==> config.mk <==
export PLATFORM = sky130hd
export DESIGN_NAME = zs_line_encoder
export DESIGN_NICKNAME = d
export VERILOG_FILES = /design/src/rtl/zs_pkg.sv /design/src/rtl/zs_lookahead.sv /design/src/rtl/zs_passthru.sv /design/src/rtl/zs_polarity.sv /design/src/rtl/zs_line_encoder.sv
export SDC_FILE = /design/constraint.sdc
export NUM_CORES = 1
export LEC_CHECK = 0
export ABC_AREA = 0
export BUFFER_PORTS_ARGS = -buffer_cell sky130_fd_sc_hd__buf_2
export CAP_MARGIN = 20
export CORE_MARGIN = 5
export CORE_UTILIZATION = 48
export DETAILED_ROUTE_END_ITERATION = 7
export GPL_TIMING_DRIVEN = 0
export PLACE_DENSITY_LB_ADDON = 0.3
export SLEW_MARGIN = 15
export SYNTH_ARGS = -nofsm -noshare
export SYNTH_HDL_FRONTEND = slang
export SYNTH_HIERARCHICAL = 1
export SYNTH_SLANG_ARGS = --single-unit
export TNS_END_PERCENT = 100
==> constraint.sdc <==
create_clock -name clk -period 1.8 [get_ports clk]
set_input_delay 0.36 -clock clk [delete_from_list [all_inputs] [get_ports clk]]
set_output_delay 0.36 -clock clk [all_outputs]
set_load 0.02 [all_outputs]
==> src/rtl/zs_pkg.sv <==
// Shared types for the zero-substitution line encoder.
// Symbol kinds travel through the look-ahead register; the output
// selector names which source drives the line register.
package zs_pkg;

    typedef enum logic [1:0] {
        SYM_SPACE = 2'd0,   // plain zero
        SYM_MARK  = 2'd1,   // data one, follows alternation
        SYM_SUBST = 2'd2,   // first slot of a substituted run (B or zero)
        SYM_VIOL  = 2'd3    // violation slot closing a substituted run
    } sym_t;

    typedef enum logic [1:0] {
        OUT_ENC  = 2'd0,
        OUT_RAW  = 2'd1,
        OUT_ONES = 2'd2,
        OUT_LOOP = 2'd3
    } out_sel_t;

endpackage

==> src/rtl/zs_lookahead.sv <==
// Zero-run detector and look-ahead shift register.
// Counts consecutive zeros at the input; when a run reaches the
// selected length it tags the incoming slot as V and the oldest zero
// of the run (still in the register) as a substitution start.
// Assumes the mode input only changes while reset is asserted.
module zs_lookahead
    import zs_pkg::*;
#(
    parameter int RUN_SHORT = 3,
    parameter int RUN_LONG  = 4
) (
    input  logic clk,
    input  logic rst_n,
    input  logic mode_short,
    input  logic data_in,
    output sym_t tap_sym
);
    localparam int DEPTH = RUN_LONG;
    localparam int CW    = $clog2(RUN_LONG + 1);

    sym_t           shreg_q [DEPTH];
    logic [CW-1:0]  zrun_q;
    logic [CW-1:0]  run_len;
    logic           fire;
    logic           win_clear;

    assign run_len = mode_short ? CW'(RUN_SHORT) : CW'(RUN_LONG);
    assign fire    = !data_in && (zrun_q == run_len - 1'b1);

    // Count consecutive input zeros, restarting after each substitution.
    always_ff @(posedge clk) begin
        if (!rst_n)
            zrun_q <= '0;
        else if (data_in || fire)
            zrun_q <= '0;
        else
            zrun_q <= zrun_q + 1'b1;
    end

    // Shift symbols toward the tap, tagging a completed run.
    always_ff @(posedge clk) begin
        if (!rst_n) begin
            for (int i = 0; i < DEPTH; i++)
                shreg_q[i] <= SYM_SPACE;
        end else begin
            shreg_q[0] <= fire ? SYM_VIOL : (data_in ? SYM_MARK : SYM_SPACE);
            for (int i = 1; i < DEPTH; i++)
                shreg_q[i] <= (fire && (i == int'(run_len) - 1)) ? SYM_SUBST
                                                                  : shreg_q[i-1];
        end
    end

    // Tap position depends on run length: one slot deeper for the long run.
    assign tap_sym = mode_short ? shreg_q[RUN_SHORT-1] : shreg_q[RUN_LONG-1];

    // Check helper: every stored slot belonging to the pending run is a plain zero.
    always_comb begin
        win_clear = 1'b1;
        for (int i = 0; i < DEPTH - 1; i++)
            if ((i < int'(run_len) - 1) && (shreg_q[i] != SYM_SPACE))
                win_clear = 1'b0;
    end


    zrun_bound_chk: assert property (@(posedge clk) disable iff (!rst_n)
        zrun_q < run_len);


    run_window_chk: assert property (@(posedge clk) disable iff (!rst_n)
        fire |-> win_clear);

endmodule

==> src/rtl/zs_passthru.sv <==
// Raw rail stage for bypass and remote loopback.
// Registers either the transmit rails or the received rails; the
// line register adds the second stage.
module zs_passthru (
    input  logic clk,
    input  logic rst_n,
    input  logic use_rx,
    input  logic tx_pos,
    input  logic tx_neg,
    input  logic rx_pos,
    input  logic rx_neg,
    output logic raw_pos,
    output logic raw_neg
);
    // Capture the selected rail pair.
    always_ff @(posedge clk) begin
        if (!rst_n) begin
            raw_pos <= 1'b0;
            raw_neg <= 1'b0;
        end else begin
            raw_pos <= use_rx ? rx_pos : tx_pos;
            raw_neg <= use_rx ? rx_neg : tx_neg;
        end
    end
endmodule

==> src/rtl/zs_polarity.sv <==
// Polarity tracker and line output register.
// Resolves encoder symbols into signed marks (alternating marks, B or
// zero by mark-count parity, V at the previous polarity), produces the
// all-ones pattern, or forwards raw rails. Assumes the selector is
// already prioritised.
module zs_polarity
    import zs_pkg::*;
(
    input  logic     clk,
    input  logic     rst_n,
    input  out_sel_t sel,
    input  sym_t     tap_sym,
    input  logic     raw_pos,
    input  logic     raw_neg,
    output logic     line_pos,
    output logic     line_neg
);
    logic last_pos_q, odd_q;
    logic nxt_p, nxt_n, nxt_last, nxt_odd;
    logic ones_prev_q;

    // Next line value and tracker update for the selected source.
    always_comb begin
        nxt_p    = 1'b0;
        nxt_n    = 1'b0;
        nxt_last = last_pos_q;
        nxt_odd  = odd_q;
        unique case (sel)
            OUT_LOOP, OUT_RAW: begin
                nxt_p = raw_pos;
                nxt_n = raw_neg;
            end
            OUT_ONES: begin
                nxt_p    = !last_pos_q;
                nxt_n    = last_pos_q;
                nxt_last = !last_pos_q;
            end
            default: begin
                unique case (tap_sym)
                    SYM_MARK: begin
                        nxt_p    = !last_pos_q;
                        nxt_n    = last_pos_q;
                        nxt_last = !last_pos_q;
                        nxt_odd  = !odd_q;
                    end
                    SYM_SUBST: begin
                        if (!odd_q) begin
                            nxt_p    = !last_pos_q;
                            nxt_n    = last_pos_q;
                            nxt_last = !last_pos_q;
                            nxt_odd  = 1'b1;
                        end
                    end
                    SYM_VIOL: begin
                        nxt_p   = last_pos_q;
                        nxt_n   = !last_pos_q;
                        nxt_odd = 1'b0;
                    end
                    default: ;
                endcase
            end
        endcase
    end

    // Register line outputs and polarity state; last mark starts negative.
    always_ff @(posedge clk) begin
        if (!rst_n) begin
            line_pos   <= 1'b0;
            line_neg   <= 1'b0;
            last_pos_q <= 1'b0;
            odd_q      <= 1'b0;
        end else begin
            line_pos   <= nxt_p;
            line_neg   <= nxt_n;
            last_pos_q <= nxt_last;
            odd_q      <= nxt_odd;
        end
    end

    // Remember whether the previous output came from the all-ones source.
    always_ff @(posedge clk) begin
        if (!rst_n) ones_prev_q <= 1'b0;
        else        ones_prev_q <= (sel == OUT_ONES);
    end


    no_dual_rail_chk: assert property (@(posedge clk) disable iff (!rst_n)
        (sel == OUT_ENC || sel == OUT_ONES) |=> !(line_pos && line_neg));


    ones_alternate_chk: assert property (@(posedge clk) disable iff (!rst_n)
        (sel == OUT_ONES && ones_prev_q) |=>
            (line_pos == $past(line_neg)) && (line_neg == $past(line_pos))
            && (line_pos != line_neg));


    viol_polarity_chk: assert property (@(posedge clk) disable iff (!rst_n)
        (sel == OUT_ENC && tap_sym == SYM_VIOL) |=>
            (line_pos == $past(last_pos_q)) && (line_neg != line_pos));

endmodule

==> src/rtl/zs_line_encoder.sv <==
// Top of the zero-substitution line encoder.
// Priority: remote loopback, then all-ones, then bypass, then encoder.
// Control and mode inputs are expected to be static during traffic.
module zs_line_encoder
    import zs_pkg::*;
#(
    parameter int RUN_SHORT = 3,
    parameter int RUN_LONG  = 4
) (
    input  logic clk,
    input  logic rst_n,
    input  logic sel_b3zs,
    input  logic enc_bypass,
    input  logic all_ones,
    input  logic remote_loop,
    input  logic tx_pos,
    input  logic tx_neg,
    input  logic rx_pos,
    input  logic rx_neg,
    output logic line_pos,
    output logic line_neg
);
    sym_t     tap_sym;
    out_sel_t sel;
    logic     raw_pos, raw_neg;

    // Fixed-priority choice of the line source.
    always_comb begin
        if (remote_loop)     sel = OUT_LOOP;
        else if (all_ones)   sel = OUT_ONES;
        else if (enc_bypass) sel = OUT_RAW;
        else                 sel = OUT_ENC;
    end

    zs_lookahead #(
        .RUN_SHORT (RUN_SHORT),
        .RUN_LONG  (RUN_LONG)
    ) i_lookahead (
        .clk        (clk),
        .rst_n      (rst_n),
        .mode_short (sel_b3zs),
        .data_in    (tx_pos | tx_neg),
        .tap_sym    (tap_sym)
    );

    zs_passthru i_passthru (
        .clk     (clk),
        .rst_n   (rst_n),
        .use_rx  (remote_loop),
        .tx_pos  (tx_pos),
        .tx_neg  (tx_neg),
        .rx_pos  (rx_pos),
        .rx_neg  (rx_neg),
        .raw_pos (raw_pos),
        .raw_neg (raw_neg)
    );

    zs_polarity i_polarity (
        .clk      (clk),
        .rst_n    (rst_n),
        .sel      (sel),
        .tap_sym  (tap_sym),
        .raw_pos  (raw_pos),
        .raw_neg  (raw_neg),
        .line_pos (line_pos),
        .line_neg (line_neg)
    );

endmodule

# --- Word level (Yosys, flattened, before mapping) ---
# Memories as Yosys holds them, arrays and structs flattened.
# Cells that the tools add are included.
totals:
  reg_bits: 9
  mem_bits_rw: 8
  out_inout_bits: 2
  n_memories: 1
mem_list:
  columns: ["memory", "depth", "word_bits", "rd", "rd_ports_with_merged_regs", "wr", "line", "text"]
  rows:
  - ["i_lookahead.shreg_q", 4, 2, 4, 0, 4, "zs_lookahead.sv:21", "sym_t shreg_q [DEPTH];"]
classes:
  n_addsub: 3
  n_eq_ne: 11
  muxes: 28
  bitwise: 8
  n_reduce_logical: 15
op_table:
  columns: ["op", "count"]
  rows:
  - ["$eq 3x32->1 const A", 2]
  - ["$eq 2x32->1 const A", 1]
  - ["$mux 2", 11]
  - ["$mux 1", 9]
  - ["$pmux 1 s3", 3]
  - ["$eq 2x2->1 const B", 4]
  - ["$pmux 1 s2", 4]
  - ["$reduce_bool 3->1", 2]
  - ["$or 1x1->1", 5]
  - ["$eq 2x1->1 const B", 2]
  - ["$logic_and 1x1->1", 4]
  - ["$reduce_or 2->1", 2]
  - ["$sub 3x1->4 const B", 1]
  - ["$add 3x1->3 const B", 1]
  - ["$eq 3x3->1", 1]
  - ["$logic_not 1->1", 3]
  - ["$mux 3", 1]
  - ["$ne 3x3->1 const B", 1]
  - ["$not 1->1", 3]
  - ["$reduce_and 3->1", 1]
  - ["$reduce_or 3->1", 1]
  - ["$sub 3x1->3 const B", 1]
  - ["$reduce_and 2->1", 1]
  - ["$logic_or 1x1->1", 1]

# --- Logic depth before layout (Yosys ltp) ---
# Gate-level depths: netlist of run 1.
depth:
  ltp_word: 7
  ltp_mapped: 5
  mapped_depth_nobuf: 5

# --- Cells and area by module ---
# The synthesis of run 1 kept the hierarchy.
by_module_without_submodules:
  columns: ["module", "n_inst", "cells_each", "area_each_um2", "seq_area_each_um2"]
  rows:
  - ["zs_lookahead", 1, 40, 446.7, 220.2]
  - ["zs_polarity", 1, 30, 254.0, 80.1]
  - ["zs_passthru", 1, 6, 72.6, 40.0]
  - ["zs_line_encoder", 1, 4, 23.8, 0.0]

# --- Worst setup path before layout of run 1 ---
# OpenSTA, ideal clock, no wires.
synth_path:
  kind: "input to register"
  startpoint: "input sel_b3zs"
  endpoint: "register i_polarity.last_pos_q"
  t_arrival_ns: 1.634
  required_ns: 1.728
  path_slack_ns: 0.094
  stages: 5
  path_cell_list: "buf_2 mux2_2 or3b_1 a31oi_1 mux2i_1"
synth_via:
  elab_chain_len: 4
synth_rtl:
  columns: ["item", "line", "text"]
  rows:
  - ["start, declared", "zs_line_encoder.sv:12", "input logic sel_b3zs,"]
  - ["$mux 2 *", "zs_lookahead.sv:54", "assign tap_sym = mode_short ? shreg_q[RUN_SHORT-1] : shreg_q[RUN_LONG-1];"]
  - ["named net tap_sym[0]", "zs_line_encoder.sv:23", "sym_t tap_sym;"]
  - ["$eq 2x2->1 / $eq 2x1->1 (equally long branches)", "zs_polarity.sv:39", "unique case (tap_sym)"]
  - ["$pmux 1 s2, or another cell as far along", "zs_polarity.sv:39", null]
  - ["$pmux 1 s2 / $reduce_and 3->1 (equally long branches)", null, null]
  - ["end signal, assigned", "zs_polarity.sv:75", "last_pos_q <= nxt_last;"]
  - ["end, declared", "zs_polarity.sv:18", "logic last_pos_q, odd_q;"]
# The timed path passes the listed nets; every way through them passes the cells marked *.
# A chain may end at the register's enable or synchronous reset.

# --- Final worst setup path of run 1 ---
# Same ends and word-level chain as after synthesis.

==> results of run 1 <==
-- cell families after synthesis --
kind of cell | Yosys count
mux | 5
fa+ha+maj | 1
simple gates | 26
compound gates | 21
buf+inv | 8
flops | 17
xor+xnor | 2
-- worst max path at each step --
stage / from / end / slack, ps / cells past startpoint
4_1_cts: sel_b3zs / i_polarity/last_pos_q$_SDFFE_PN0P_ / 270 / 5
5_1_grt: sel_b3zs / i_polarity/last_pos_q$_SDFFE_PN0P_ / 190 / 5
2_1_floorplan: sel_b3zs / i_polarity/last_pos_q$_SDFFE_PN0P_ / 90 / 5
3_3_place_gp: sel_b3zs / i_polarity/last_pos_q$_SDFFE_PN0P_ / 3 / 5
6_report: sel_b3zs / i_polarity/last_pos_q$_SDFFE_PN0P_ / 260 / 5
3_5_place_dp: sel_b3zs / i_polarity/last_pos_q$_SDFFE_PN0P_ / -30 / 5
-- power breakdown --
part	leakage [uW]	switching [uW]	internal (uW)
logic	0.000253	42.3	36.3
clock network	0.0000177	109	82.4
registers	0.000139	8.45	390
total	0.000410	160	509
-- state kept, by name, summed over array words and instances (netlist names) --
register / count
i_polarity/line_pos: 1
i_polarity/odd_q: 1
i_lookahead/shreg_q: 8
i_passthru/raw_pos: 1
i_lookahead/zrun_q: 3
i_polarity/last_pos_q: 1
i_passthru/raw_neg: 1
i_polarity/line_neg: 1
-- placed cells by master, fill, tap and decap left out, types with 2 or more instances in the layout --
cell                       netlist  routed
sky130_fd_sc_hd__a21o_1          2       2
sky130_fd_sc_hd__a31oi_1         5       5
sky130_fd_sc_hd__a41o_1          2       2
sky130_fd_sc_hd__and2_1          5       5
sky130_fd_sc_hd__buf_2           2      12
sky130_fd_sc_hd__clkbuf_4        0       3
sky130_fd_sc_hd__dfxtp_1        17      17
sky130_fd_sc_hd__inv_1           6       6
sky130_fd_sc_hd__mux2i_1         3       3
sky130_fd_sc_hd__nand2_1         3       3
sky130_fd_sc_hd__nor2b_1         2       2
sky130_fd_sc_hd__nor3b_1         3       3
sky130_fd_sc_hd__o21ai_0         5       5
sky130_fd_sc_hd__or2_1           2       2
-- metrics by stage --
step                      instances  util [%]
after floorplan                  80         -
after global placement          106      56.3
after detailed placement        106      56.3
after CTS                       110      58.0
after global routing            110      58.0
final                           110      58.0
-- worst max-delay path, cell delays in order --
cell and delay (ps):
sky130_fd_sc_hd__buf_2 180, sky130_fd_sc_hd__mux2_2 430, sky130_fd_sc_hd__or3b_1 370, sky130_fd_sc_hd__a31oi_1 220, sky130_fd_sc_hd__mux2i_1 200
-- area by class of cell --
type                            instances  area [um2]
Buffer                                  2        10.0
Timing Repair Buffer                   10        50.0
Fill cell                             151         647
Tap cell                               16        20.0
Clock inverter                          1        5.00
Multi-Input combinational cell         55         424
Inverter                                6        22.5
Clock buffer                            3        22.5
Sequential cell                        17         340
-- layer usage --
layer | GRT usage [%] | up-vias
li1 | - | 313
met1 | 15.9 | 269
met2 | 17.4 | 12
met3 | 5.33 | 2
met4 | 2.55 | 0
met5 | 0 | -
==> results.rst, run 1 <==
.. list-table::
   :header-rows: 1

   * - Metric
     - Value
   * - Count of pins over their slew limit
     - 0
   * - Count of flip-flops with a built-in enable after synthesis
     - 0
   * - Critical hold path startpoint
     - rx_pos
   * - IR drop worst, VDD
     - 656 uV
   * - Total iterations of the first detailed-routing run
     - 2
   * - Worst Path Max Fanout
     - 9
   * - Min Hold Slack
     - 335 ps
   * - Setup TNS
     - 0 ps
   * - Detailed Route WL
     - 1320 um
   * - Reg-to-reg endpoint
     - i_polarity/last_pos_q$_SDFFE_PN0P_
   * - Finished Cell Area
     - 895 um2
   * - Simple-gate portion of the synthesized area
     - 22.4%
   * - Post-detailed-route count of antenna-violating nets
     - 0
   * - Actual transition at the worst max-transition pin
     - 322 ps
   * - Number of gates resized after cts
     - 0
   * - Share of the synthesized area in the top cell type
     - 42.7%
   * - Number of max-cap violations
     - 0
   * - Final setup violation count
     - 0
   * - Number of global-route vias before repair
     - 570
   * - Worst Path Class, Setup
     - primary input to register
   * - Setup repair after global routing missed its margin
     - false
   * - Die area
     - 2580 um2
   * - Sequential-to-total area share from yosys stat
     - 42.7%
   * - Top Ports
     - 12
   * - Count of nets after finishing
     - 106
   * - Synthesized-area fraction occupied by adder cells
     - 1.57%
   * - First-pass GRT wire length
     - 2400 um
   * - Least setup slack across all paths after layout
     - 264 ps
   * - Met2 WL
     - 561 um
   * - Hold WC Path Type
     - primary input to register
   * - Number of hold violations in the final report
     - 0
   * - Global-route usage over all layers
     - 11.8%
   * - Final Power
     - 669 uW
   * - Count of input and output buffers
     - 10
   * - Number of levels in the clock H-tree
     - 1
   * - Library cell with the highest instance count after synthesis
     - sky130_fd_sc_hd__dfxtp_1
   * - Cells on Worst Hold Path
     - 3
   * - Fraction of synthesized area in multiplexers
     - 6.59%
   * - Horizontal extent of the die
     - 50.8 um
   * - Data required time of the worst path
     - 2020 ps
   * - Mean routed wirelength per cell
     - 12.0 um
   * - Run status
     - complete, no violations
   * - Sum of met3 wire segment lengths after detailed routing
     - 79 um
   * - Uppermost metal layer occupied by signal nets
     - met4
   * - Syn nets
     - 91
   * - Clk Tree Root Cell
     - sky130_fd_sc_hd__clkbuf_4
   * - Min-Delay Endpoint
     - i_passthru/raw_pos$_SDFF_PN0_
   * - Static leakage
     - 0.000410 uW
   * - Top cells by area, synth
     - sky130_fd_sc_hd__dfxtp_1, sky130_fd_sc_hd__a31oi_1, sky130_fd_sc_hd__and2_1
   * - Antenna violations before repair
     - 0
   * - Area growth from synthesis to layout
     - 12.2%
   * - Number of buffers added to fix hold violations after cts
     - 0
   * - Half-perimeter wire length after detailed placement
     - 1030 um
   * - Insertion delay of the later-clocked pin in the worst-skew pair
     - 280 ps
   * - Setup crit end kind
     - register
   * - Inserted Clock Buffers
     - 3
   * - Floorplan die height
     - 50.8 um
   * - Clock tree sinks
     - 17
   * - Cell Area, Placed
     - 867 um2
   * - 1st-iter DRT viols
     - 7
   * - Proportion of synthesized flip-flops having asynchronous set or reset
     - 0%
   * - Max Fclk
     - 0.651 GHz
   * - Clock buffer depth
     - 2
   * - Antenna Diode Count
     - 0
   * - Layout cells sized above 1
     - 25.5%
   * - Main combinational cell family by area after synthesis
     - simple AND/OR/NAND/NOR gates
   * - GRT Residual Overflow
     - 0
   * - Final weighted congestion of routability-driven global placement
     - 0.799
   * - Xor and xnor fraction of the mapped netlist area
     - 3.14%
   * - FF+latch count, synth
     - 17
   * - Cell types with the highest counts after synthesis
     - sky130_fd_sc_hd__dfxtp_1, sky130_fd_sc_hd__inv_1, sky130_fd_sc_hd__a31oi_1, sky130_fd_sc_hd__and2_1, sky130_fd_sc_hd__o21ai_0
   * - Most instantiated flip-flop cell in the synthesis netlist
     - sky130_fd_sc_hd__dfxtp_1
   * - Area fraction in compound gates after synthesis
     - 19.5%
   * - CTS clk-pin slew, worst paths
     - 90 ps
   * - Setup repair bufs after CTS
     - 0
   * - Largest area contributor in the synthesized netlist
     - sky130_fd_sc_hd__dfxtp_1
   * - Clock tree from TritonCTS
     - yes
   * - Mapped Cells
     - 80
   * - Worst Reg-to-Reg Cells
     - 4
   * - Residual DRC count
     - 0
   * - Floorplan row count
     - 14
   * - Power density over the cells
     - 747 nW/um2
   * - Average vias per placed instance
     - 5.42
   * - Final worst-path cycle share
     - 85.3%
   * - Arrival time worst endpoint
     - 1750 ps
   * - Cell variety after synth
     - 36
   * - Worst slew slack as a fraction of its limit
     - 78.4%
   * - Core area
     - 1540 um2
   * - Maximum number of pins on one net before global-route repair
     - 12
   * - Worst setup slack before clock tree synthesis
     - -27.1 ps
   * - Count of yosys warnings during synthesis
     - 6
   * - R2R Path Start
     - i_lookahead/shreg_q[2][0]$_SDFF_PP0_
   * - Mapped cell area
     - 797 um2
   * - Starting Density
     - 51.7%
   * - Clock tree skew after final layout
     - 0.430 ps
   * - Minimum clock period after layout
     - 1540 ps
   * - Via count of the routed design
     - 596
   * - Average footprint of a synthesized cell
     - 9.96 um2
   * - Minimum setup slack among reg-to-reg paths
     - 300 ps
   * - Routed metal-1 wire length
     - 669 um
   * - Startpoint Class
     - primary input
Power figures use the tool's default switching activity.
==> run 2: changes to the inputs <==
--- a/config.mk
+++ b/config.mk
@@ -9,8 +9,9 @@
 export BUFFER_PORTS_ARGS = -buffer_cell sky130_fd_sc_hd__buf_2
 export CAP_MARGIN = 20
 export CORE_MARGIN = 5
-export CORE_UTILIZATION = 48
+export CORE_UTILIZATION = 53
 export DETAILED_ROUTE_END_ITERATION = 7
+export GPL_ROUTABILITY_DRIVEN = 0
 export GPL_TIMING_DRIVEN = 0
 export PLACE_DENSITY_LB_ADDON = 0.3
 export SLEW_MARGIN = 15
==> constraint.sdc (replaced) <==
create_clock -name clk -period 1.75 [get_ports clk]
set_input_delay 0.35 -clock clk [delete_from_list [all_inputs] [get_ports clk]]
set_output_delay 0.35 -clock clk [all_outputs]
set_load 0.02 [all_outputs]
==> run 2 against run 1 <==
  * Core utilization grew 2.7 points
  * First-iteration DRC count grew 29%
  * Clock skew grew 2.1 ps
  * Register-to-register slack lost 40 ps
  * Routed wire length grew 1.7%
  * Combinational power grew 2.8%
  * Final cell count is the same
  * Largest cell class unchanged
  * Clock power grew 6%
  * Worst hold slack lost 13 ps
  * Non-clock buffer count is the same
  * Via count shrank 1.7%
  * Sequential power grew 3%
==> results.rst, run 2 (same netlist as run 1, synthesis figures left out) <==
.. list-table::
   :header-rows: 1

   * - Metric
     - Value
   * - Run status
     - complete, no violations
   * - IR drop worst, VDD
     - 581 uV
   * - Clock tree from TritonCTS
     - yes
   * - Crit. Startpoint
     - sel_b3zs
   * - Half-perimeter wire length after detailed placement
     - 1010 um
   * - Worst slew slack as a fraction of its limit
     - 76.6%
   * - Top flop regs
     - i_lookahead/shreg_q x8, i_lookahead/zrun_q x3
   * - Insertion delay of the later-clocked pin in the worst-skew pair
     - 290 ps
   * - Count of nets after finishing
     - 106
   * - Worst Path Class, Setup
     - primary input to register
   * - Worst Reg-to-Reg Cells
     - 4
   * - Starting Density
     - 54.2%
   * - Arrival time worst endpoint
     - 1730 ps
   * - Average vias per placed instance
     - 5.33
   * - Count of pins over their slew limit
     - 0
   * - Max Fclk
     - 0.663 GHz
   * - Static leakage
     - 0.000407 uW
   * - Power density over the cells
     - 777 nW/um2
   * - Horizontal extent of the die
     - 48.8 um
   * - Share of the core filled with cells
     - 60.7%
   * - Count of input and output buffers
     - 10
   * - Final worst-path cycle share
     - 86.2%
   * - Number of gates resized after cts
     - 0
   * - Global-route usage over all layers
     - 12.5%
   * - Biggest register
     - i_lookahead/shreg_q
   * - Most frequent standard cell in the layout excluding fill and tap cells
     - sky130_fd_sc_hd__dfxtp_1
   * - Actual transition at the worst max-transition pin
     - 350 ps
   * - Data required time of the worst path
     - 1970 ps
   * - Minimum setup slack among reg-to-reg paths
     - 260 ps
   * - Storage element area
     - 340 um2
   * - Number of flip-flops in the largest register
     - 8
   * - Min Hold Slack
     - 322 ps
   * - Number of hold violations in the final report
     - 0
   * - GRT Residual Overflow
     - 0
   * - Finished Cell Area
     - 893 um2
   * - Placed instance count
     - 106
   * - Worst Path Max Fanout
     - 9
   * - Maximum number of pins on one net before global-route repair
     - 12
   * - Top Ports
     - 12
   * - Clk Tree Root Cell
     - sky130_fd_sc_hd__clkbuf_4
   * - 1st-iter DRT viols
     - 9
   * - Reg-to-reg endpoint
     - i_polarity/last_pos_q$_SDFFE_PN0P_
   * - Setup crit end kind
     - register
   * - Fillers
     - 133
   * - Setup repair bufs after CTS
     - 0
   * - Antenna violations before repair
     - 0
   * - Mean routed wirelength per cell
     - 12.2 um
   * - Area growth from synthesis to layout
     - 12.1%
   * - Inserted Clock Buffers
     - 3
   * - Total iterations of the first detailed-routing run
     - 3
   * - Cell Area, Placed
     - 867 um2
   * - Area of the multi-input gates
     - 424 um2
   * - Via count of the routed design
     - 586
   * - Hold WC Path Type
     - primary input to register
   * - Residual DRC count
     - 0
   * - Clock buffer depth
     - 2
   * - Clock tree sinks
     - 17
   * - Clock tree skew after final layout
     - 2.54 ps
   * - Floorplan die height
     - 48.8 um
   * - Worst setup path end
     - i_polarity/last_pos_q$_SDFFE_PN0P_
   * - Core area
     - 1470 um2
   * - Setup repair after global routing missed its margin
     - false
   * - Minimum clock period after layout
     - 1510 ps
   * - Post-detailed-route count of antenna-violating nets
     - 0
   * - Final setup violation count
     - 0
   * - Layout cells sized above 1
     - 24.5%
   * - First-pass GRT wire length
     - 2330 um
   * - Most frequent cells in the layout
     - sky130_fd_sc_hd__dfxtp_1, sky130_fd_sc_hd__buf_2, sky130_fd_sc_hd__inv_1
   * - Number of buffers added to fix hold violations after cts
     - 0
   * - Die area
     - 2380 um2
   * - Detailed Route WL
     - 1350 um
   * - Number of global-route vias before repair
     - 534
   * - Final non-filler cell total
     - 110
   * - CTS clk-pin slew, worst paths
     - 90 ps
   * - Antenna Diode Count
     - 0
   * - Floorplan row count
     - 14
   * - R2R Path Start
     - i_lookahead/shreg_q[2][0]$_SDFF_PP0_
   * - Number of levels in the clock H-tree
     - 1
   * - Number of max-cap violations
     - 0
   * - Startpoint Class
     - primary input
[run 2: cell types whose count changed in the layout (fill, tap and decap cells not counted)]
cell	change
sky130_fd_sc_hd__clkbuf_1	+1
sky130_fd_sc_hd__clkinv_2	-1
[run 2: power breakdown]
part           switching [uW]  leakage (uW)  internal [uW]
Sequential               8.42      0.000139            401
Clock                     115     0.0000150           88.6
Combinational            43.4      0.000253           37.4
[run 2: worst min path at each step]
stage / startpoint / endpoint / slack, ps / cells past startpoint
finish: rx_pos / i_passthru/raw_pos$_SDFF_PN0_ / 320 / 3
global route: rx_pos / i_passthru/raw_pos$_SDFF_PN0_ / 320 / 3
CTS: rx_pos / i_passthru/raw_pos$_SDFF_PN0_ / 320 / 3
detailed placement: i_lookahead/shreg_q[1][0]$_SDFF_PN0_ / i_lookahead/shreg_q[2][0]$_SDFF_PP0_ / 420 / 2
global placement: i_lookahead/shreg_q[0][1]$_SDFF_PN0_ / i_lookahead/shreg_q[1][1]$_SDFF_PN0_ / 420 / 1
floorplan: i_lookahead/shreg_q[1][0]$_SDFF_PN0_ / i_lookahead/shreg_q[2][0]$_SDFF_PP0_ / 410 / 2
[run 2: layer usage]
| metal | vias to the layer above | share of wire (%) | track usage [%] |
|---|---|---|---|
| li1 | 311 | - | - |
| met1 | 260 | 51 | 16.3 |
| met2 | 13 | 41 | 16.7 |
| met3 | 2 | 7.0 | 7.03 |
| met4 | 0 | 1.3 | 5.38 |
| met5 | - | 0 | 0 |
[run 2: cell type report]
| type | instances | area share (%) |
|---|---|---|
| Clock buffer | 4 | 2.94 |
| Tap cell | 16 | 2.24 |
| Inverter | 6 | 2.52 |
| Buffer | 2 | 1.12 |
| Sequential cell | 17 | 38.1 |
| Multi-Input combinational cell | 55 | 47.5 |
| Timing Repair Buffer | 10 | 5.60 |
[run 2: worst max-delay path: stages]
cell,delay [ps]
sky130_fd_sc_hd__buf_2,170
sky130_fd_sc_hd__mux2_2,430
sky130_fd_sc_hd__or3b_1,360
sky130_fd_sc_hd__a31oi_1,220
sky130_fd_sc_hd__mux2i_1,200
[run 2: metrics by stage]
stage | total power, uW | setup TNS, ps | worst slack (ps)
after global routing | 733 | 0 | 160
after detailed placement | 500 | -68.3 | -68.3
after global placement | 497 | -28.3 | -28.3
final | 694 | 0 | 241
after floorplan | 473 | 0 | 54.3
after CTS | 701 | 0 | 235
